File: src/rtl/frac_tick_bridge_pkg.sv
package frac_tick_bridge_pkg;

  typedef enum logic [1:0] {
    EV_NONE   = 2'd0,
    EV_ACK    = 2'd1,
    EV_LEGACY = 2'd2
  } tick_ev_e;

endpackage

File: src/rtl/ftb_inc_norm.sv
module ftb_inc_norm #(
  parameter int unsigned PERIOD_LOG2 = 16,
  localparam int unsigned ACC_W = PERIOD_LOG2 + 1
) (
  input  logic [PERIOD_LOG2-1:0] inc_i,
  output logic [ACC_W-1:0]       inc_eff_o
);

  localparam logic [ACC_W-1:0] PERIOD = ACC_W'(1) << PERIOD_LOG2;

  // zero stands for a full period
  always_comb begin
    if (inc_i == '0) inc_eff_o = PERIOD;
    else             inc_eff_o = {1'b0, inc_i};
  end

endmodule

File: src/rtl/ftb_accum.sv
module ftb_accum #(
  parameter int unsigned PERIOD_LOG2 = 16,
  localparam int unsigned ACC_W = PERIOD_LOG2 + 1
) (
  input  logic             clk_i,
  input  logic             rst_ni,
  input  logic             tick_i,
  input  logic [ACC_W-1:0] inc_eff_i,
  output logic             wrap_o
);

  localparam logic [ACC_W-1:0] PERIOD = ACC_W'(1) << PERIOD_LOG2;

  logic [ACC_W-1:0] acc_q;
  logic [ACC_W-1:0] sum;

  // acc_q < PERIOD and inc_eff_i <= PERIOD, so sum fits and one subtract suffices
  assign sum    = acc_q + inc_eff_i;
  assign wrap_o = (sum >= PERIOD);

  always_ff @(posedge clk_i or negedge rst_ni) begin
    if (!rst_ni)     acc_q <= '0;
    else if (tick_i) acc_q <= wrap_o ? (sum - PERIOD) : sum;
  end

  AST_ACC_BELOW_PERIOD: assert property (@(posedge clk_i) disable iff (!rst_ni)
    acc_q < PERIOD);

  AST_IDLE_HOLD: assert property (@(posedge clk_i) disable iff (!rst_ni)
    !tick_i |=> $stable(acc_q));

  AST_FULL_INC_KEEPS: assert property (@(posedge clk_i) disable iff (!rst_ni)
    (tick_i && inc_eff_i == PERIOD) |=> $stable(acc_q));

endmodule

File: src/rtl/ftb_pulse_out.sv
module ftb_pulse_out
  import frac_tick_bridge_pkg::*;
(
  input  logic clk_i,
  input  logic rst_ni,
  input  logic tick_i,
  input  logic wrap_i,
  output logic legacy_tick_o,
  output logic ack_o
);

  tick_ev_e ev_d, ev_q;

  always_comb begin
    ev_d = EV_NONE;
    if (tick_i) ev_d = wrap_i ? EV_LEGACY : EV_ACK;
  end

  always_ff @(posedge clk_i or negedge rst_ni) begin
    if (!rst_ni) ev_q <= EV_NONE;
    else         ev_q <= ev_d;
  end

  assign legacy_tick_o = (ev_q == EV_LEGACY);
  assign ack_o         = (ev_q == EV_ACK);

  AST_ONE_KIND: assert property (@(posedge clk_i) disable iff (!rst_ni)
    $onehot0({legacy_tick_o, ack_o}));

  AST_TICK_GIVES_PULSE: assert property (@(posedge clk_i) disable iff (!rst_ni)
    tick_i |=> (legacy_tick_o || ack_o));

  AST_NO_TICK_NO_PULSE: assert property (@(posedge clk_i) disable iff (!rst_ni)
    !tick_i |=> !(legacy_tick_o || ack_o));

endmodule

File: src/rtl/frac_tick_bridge.sv
module frac_tick_bridge #(
  parameter int unsigned PERIOD_LOG2 = 16
) (
  input  logic                   clk_i,
  input  logic                   rst_ni,
  input  logic                   tick_i,
  input  logic [PERIOD_LOG2-1:0] increment_i,
  output logic                   legacy_tick_o,
  output logic                   ack_o
);

  localparam int unsigned ACC_W = PERIOD_LOG2 + 1;

  logic [ACC_W-1:0] inc_eff;
  logic             wrap;

  ftb_inc_norm #(.PERIOD_LOG2(PERIOD_LOG2)) u_inc_norm (
    .inc_i     (increment_i),
    .inc_eff_o (inc_eff)
  );

  ftb_accum #(.PERIOD_LOG2(PERIOD_LOG2)) u_accum (
    .clk_i     (clk_i),
    .rst_ni    (rst_ni),
    .tick_i    (tick_i),
    .inc_eff_i (inc_eff),
    .wrap_o    (wrap)
  );

  ftb_pulse_out u_pulse_out (
    .clk_i         (clk_i),
    .rst_ni        (rst_ni),
    .tick_i        (tick_i),
    .wrap_i        (wrap),
    .legacy_tick_o (legacy_tick_o),
    .ack_o         (ack_o)
  );

  AST_ZERO_INC_LEGACY: assert property (@(posedge clk_i) disable iff (!rst_ni)
    (tick_i && increment_i == '0) |=> legacy_tick_o);

endmodule

File: config.mk
export PLATFORM = sky130hd
export DESIGN_NAME = frac_tick_bridge
export DESIGN_NICKNAME = d
export VERILOG_FILES = /design/src/rtl/frac_tick_bridge_pkg.sv /design/src/rtl/ftb_inc_norm.sv /design/src/rtl/ftb_accum.sv /design/src/rtl/ftb_pulse_out.sv /design/src/rtl/frac_tick_bridge.sv
export SDC_FILE = /design/constraint.sdc
export NUM_CORES = 1
export LEC_CHECK = 0
export BUFFER_PORTS_ARGS = -buffer_cell sky130_fd_sc_hd__buf_4
export CORE_ASPECT_RATIO = 0.6
export CORE_MARGIN = 3
export CORE_UTILIZATION = 40
export CTS_CLUSTER_SIZE = 40
export DETAILED_ROUTE_END_ITERATION = 10
export SETUP_SLACK_MARGIN = 0.2
export SLEW_MARGIN = 25
export SYNTH_ARGS = -nofsm -noshare
export SYNTH_HDL_FRONTEND = slang
export SYNTH_SLANG_ARGS = --single-unit
File: constraint.sdc
create_clock -name clk_i -period 5 [get_ports clk_i]
set_input_delay 0.75 -clock clk_i [delete_from_list [all_inputs] [get_ports clk_i]]
set_output_delay 0.75 -clock clk_i [all_outputs]
set_load 0.05 [all_outputs]
Word level (Yosys, flattened, before mapping)
Index checks and enable logic that the tools add are counted.

Flip-flop bits (word level): 19. Input bits: 19. Output and inout port bits: 2. Word-level logic and storage cells: 12.

Add/sub/neg operators: 2. Magnitude comparators: 1. Eq/ne operators: 2. Muxes and demuxes: 4. Reduce and logical (&&, ||, !) cells: 1.

Operators by type and width (count): $mux W17 (2); $add A17 B17 Y17 (1); $ge A17 B17 Y1 const B (1); $sub A17 B17 Y17 const B (1); $logic_not A16 Y1 (1); $mux W2 (2); $eq A2 B1 Y1 const B (1); $eq A2 B2 Y1 const B (1).

Longest topological paths before layout
Depth after elaboration: 6. Gate-level depth with buffers: 8. Depth with buffers taken out: 7.

By module
Synthesis repeated with hierarchy kept, for this count alone.

Cell total of the unflattened synthesis: 193. Area, all modules: 1660.3 µm².

Modules (own cells, without submodules): ftb_accum (times used 1, cells each 166, area each 1491.4 µm², sequential area each 400.4 µm²); ftb_inc_norm (times used 1, cells each 21, area each 93.8 µm², sequential area each 0.0 µm²); ftb_pulse_out (times used 1, cells each 6, area each 75.1 µm², sequential area each 50.0 µm²).

Least setup slack after synthesis
No wires, ideal clock.

Kind: in2reg. Start: input port increment_i[0]. End: register u_accum.acc_q[14]. Setup time: 0.124 ns. Arrival: 2.223 ns. Required time: 4.876 ns. Setup slack: 2.653 ns. Stages on the path: 8. Buffers on the path: 1. Path through: clkbuf_1 ha_1 fa_1 nand3_2 a211oi_2 o21ai_1 a211oi_1 a211o_1.

Word-level cells in the longest chain between the ends: 5. Elaborated cells on any way between the ends: 6. Those cells by class: 2 x add/sub; 1 x order compare; 2 x mux; 1 x reduce/logical.

Ends and longest elaborated chain: start: declaration (RTL line frac_tick_bridge.sv:7) `input logic [PERIOD_LOG2-1:0] increment_i,`; $logic_not A16 Y1 (RTL line ftb_inc_norm.sv:13) `if (inc_i == '0) inc_eff_o = PERIOD;`; $mux W17 (*) (RTL line ftb_inc_norm.sv:13); $add A17 B17 Y17 (*) (RTL line ftb_accum.sv:18) `assign sum = acc_q + inc_eff_i;`; $sub A17 B17 Y17 or $ge A17 B17 Y1 (tied branches) (RTL line ftb_accum.sv:23, ftb_accum.sv:19); $mux W17 (*) (RTL line ftb_accum.sv:23) `else if (tick_i) acc_q <= wrap_o ? (sum - PERIOD) : sum;`; end signal: assignment (RTL line ftb_accum.sv:23); end: declaration (RTL line ftb_accum.sv:14) `logic [ACC_W-1:0] acc_q;`.

Every way passes the cells marked *; elsewhere a longest branch is shown, timed or not. A chain may end at the register's enable or synchronous reset.

Final worst setup path
Same ends and word-level chain as after synthesis.

==> results.md <==
- Status: finished clean
- CTS sink count: 18
- Filler cells: 329
- Wire length reported by the detailed router: 3.60 mm
- Number of register bits inferred by synthesis: 18
- Aggregate global routing overflow: 0
- Count of standard-cell rows: 16
- Clock transition at path regs: 0.07 ns
- Post-CTS sizing: 0
- Fraction of power consumed by sequential logic: 24.7%
- Post-route non-filler standard cell count: around 230
- CTS tree: yes
- Count of buffers added by post-CTS timing repair for setup: 0
- Worst Hold Margin: 0.349 ns
- Library cells used by synthesis: 44
- Adder-cell share of the synthesized area: between 10% and 20%
- Final Skew: roughly 0.0020 ns
- Sequential Area: 450 µm²
- Multiplexer area fraction after synthesis: 6.28%
- Number of hold-slack violations in the final timing report: 0
- Overall Global Routing Usage: 16.9%
- Netlist area before placement: 0.00157 mm²
- HPWL after detailed placement: 2.84 mm
- Proportion of synthesized flip-flops having asynchronous set or reset: 100%
- WP data required: 5.15 ns
- Part of the Yosys area used for sequential elements: 28.6%
- Sort of element at the start of the critical path: input port
- Post-layout minimum cycle time: 2.33 ns
- Worst Reg-to-Reg Cells: 7
- Average size of a mapped cell: 8.59 µm²
- Critical path arrival: around 2.5 ns
- Via count of the first global-routing pass: 1212
- Peak fanout along the critical path: 5
- Final cell area excluding filler cells: 0.00174 mm²
- Input/output buffers: 20
- Antenna violations before repair: 0
- Nature of the critical path endpoint: flip-flop
- Antenna-violating nets left: 0
- Internal portion of total power: 578 µW
- Count of hold buffers inserted by post-cts repair: 0
- Number of violations reported at the end of detailed-routing iteration 0: between 60 and 70
- Maxcap violations: 0
- Post-synthesis to final-layout area growth: 10.3%
- Number of nets produced by synthesis: between 200 and 250
- Xor-xnor portion of the synthesized cell area: 5.01%
- Cell area after placement: 0.00169 mm²
- Vias after detailed routing: 1347
- Floorplan Core Area: around 0.0035 mm²
- Top FF cell, synth: dfrtp_1
- Post-route DRC violation count: 0
- Maximum number of pins on one net before global-route repair: 20
- Switching Power: 480 µW
- Number of nets in the final layout: 222
- Fraction of layout cells with a size suffix above 1: 19.0%
- Clock share of power: 10.0%
- Highest-count cells in the layout ignoring fill and taps: buf_4 (20), dfrtp_1 (18), a21oi_1 (16), ha_1 (16), nand2_1 (12)
- Portion of total power attributed to combinational logic: 65.3%
- Die span in x: 87.0 µm
- Static leakage: ~0.00075 µW
- Fraction of power spent switching nets: 45.4%
- Compound-Gate Fraction of Synth Area: 23.5%
- Worst-skew pair later-pin latency: 0.26 ns
- Area used by multi-input combinational logic: 0.00103 mm²
- Post-Synthesis Cells: 183
- Maximum clock rate: about 0.43 GHz
- Maximum clock insertion buffer count: 2
- Detailed-route vias per instance: slightly below 6
- R2R Setup Slk: roughly 2.9 ns
- First-pass GRT wire length: 5.89 mm
- Setup violation total in the final timing report: 0
- Number of top-level design ports: 21
- Endpoint of the most critical setup path: u_accum.acc_q[14]$_DFFE_PN0P_
- Placed cell count: 226
- Clock root buffer: clkbuf_8
- Number of enable flip-flop cells after synthesis: 0
- Capture point of the worst reg-to-reg path: u_accum.acc_q[14]$_DFFE_PN0P_
- Leading cell type in the layout, fill and taps excluded: buf_4
- First-pass iteration count of the detailed router: 4
- RSZ-0062 raised after global routing: no
- Initial standard-cell utilization of the core: 44.9%
- Die outline area: about 0.0047 mm²
- Maximum VDD drop: 0.246 mV
- Start point of the critical path: increment_i[0]
- Synth warn: 0
- Number of slew-limit violations in the final report: 0
- Routability congestion estimate from global placement: 0.874
- Average wire length per cell after detail routing: between 15 and 20 µm
- Worst-Margin Slew: 0.468 ns
- Clock buffer count from CTS: 3
- Cell Pwr Density: a little over 600 mW/mm²
- Die Height: 54.6 µm
- Normalized max-slew margin: 68.8%
- Dominant combinational cell family by area after synthesis: compound AO/OA/AOI/OAI gates
- Kind of path behind the tightest hold check: in -> async
- ANT cells: 0
- Period utilisation layout: 46.5%
- Number of H-tree levels: 1
- Simple-gate share of the synthesized area: about 16%
- Reg-to-reg startpoint: u_accum.acc_q[0]$_DFFE_PN0P_
- TNS Setup: 0 ns
- Critical path class: in -> reg
- Total power: 1060 µW
## layer usage
layer / track usage, % / wire length, µm / up-vias
li1: - / - / 669
met1: 23.9 / 1860 / 625
met2: 24.6 / 1430 / 44
met3: 4.36 / 246 / 9
met4: 6.74 / 71 / 0
met5: 0 / 0 / -
## state kept, by name, summed over array words and instances (netlist names)
name              count
u_accum.acc_q        16
u_pulse_out.ev_q      2
## logic make-up (layout without fill, tap and decap cells)
group	after synthesis	count (layout)
AO/OA/AOI/OAI	56	56
adder cells (fa/ha/maj)	17	17
buffers and inverters	25	26
AND/OR/NAND/NOR	49	49
flip-flops	18	18
multiplexers	9	9
XOR/XNOR	9	9
## worst max-delay path: stages
cell and delay [ns]:
buf_4 0.11, ha_1 0.23, fa_1 0.44, nand3_2 0.12, a211oi_2 0.07, o21ai_1 0.32
a211oi_1 0.13, a211o_1 0.28
## worst min path at each step
| stage | start | to | slack [ns] |
|---|---|---|---|
| after global routing | rst_ni | u_accum.acc_q[3]$_DFFE_PN0P_ | 0.37 |
| after global placement | u_accum.acc_q[3]$_DFFE_PN0P_ | u_accum.acc_q[3]$_DFFE_PN0P_ | 0.47 |
| after floorplan | rst_ni | u_accum.acc_q[0]$_DFFE_PN0P_ | 0.45 |
| after detailed placement | u_accum.acc_q[3]$_DFFE_PN0P_ | u_accum.acc_q[3]$_DFFE_PN0P_ | 0.48 |
| after CTS | rst_ni | u_accum.acc_q[0]$_DFFE_PN0P_ | 0.36 |
| final | rst_ni | u_accum.acc_q[0]$_DFFE_PN0P_ | 0.35 |
## final cells by class
class | count | share of cell area (%)
multi-input combinational | 140 | 59.1
sequential | 18 | 26.0
inverter | 3 | 0.649
clock buffer | 3 | 2.38
timing repair buffer | 20 | 8.65
tap | 45 | 3.24
## power by group through the flow
stage / clock network, µW / registers, µW / logic, µW
6_report: 106 / 262 / 691
5_1_grt: 116 / 271 / 773
4_1_cts: 111 / 264 / 687
3_5_place_dp: 0 / 266 / 682
3_3_place_gp: 0 / 261 / 668
2_1_floorplan: 0 / 254 / 557
## stage by stage
stage | setup WS, ns | utilization [%]
floorplan | 2.65 | -
global placement | 2.49 | 48.4
detailed placement | 2.40 | 48.4
CTS | 2.68 | 49.5
global route | 2.57 | 49.5
finish | 2.67 | 49.5
## cells in the mapped netlist (all sizes together), types with 2 or more instances
cell | number | area [µm²]
nor2b | 3 | 18.8
buf | 3 | 13.8
a211oi | 6 | 55.1
o21ai | 13 | 68.8
clkbuf | 19 | 71.3
nor2 | 10 | 37.5
ha | 16 | 200
nand2 | 12 | 45.0
a21oi | 17 | 88.8
mux2 | 7 | 78.8
nand3 | 2 | 15.0
o31ai | 2 | 15.0
a21o | 4 | 30.0
xnor2 | 7 | 61.3
mux2i | 2 | 20.0
xor2 | 2 | 17.5
nor3 | 4 | 20.0
o211ai | 3 | 22.5
dfrtp | 18 | 450
nand2b | 3 | 18.8
nand4 | 5 | 31.3
nor4 | 4 | 25.0
inv | 3 | 11.3
o21bai | 2 | 15.0
and4 | 2 | 17.5
a211o | 2 | 17.5
Power figures use the tool's default switching activity.
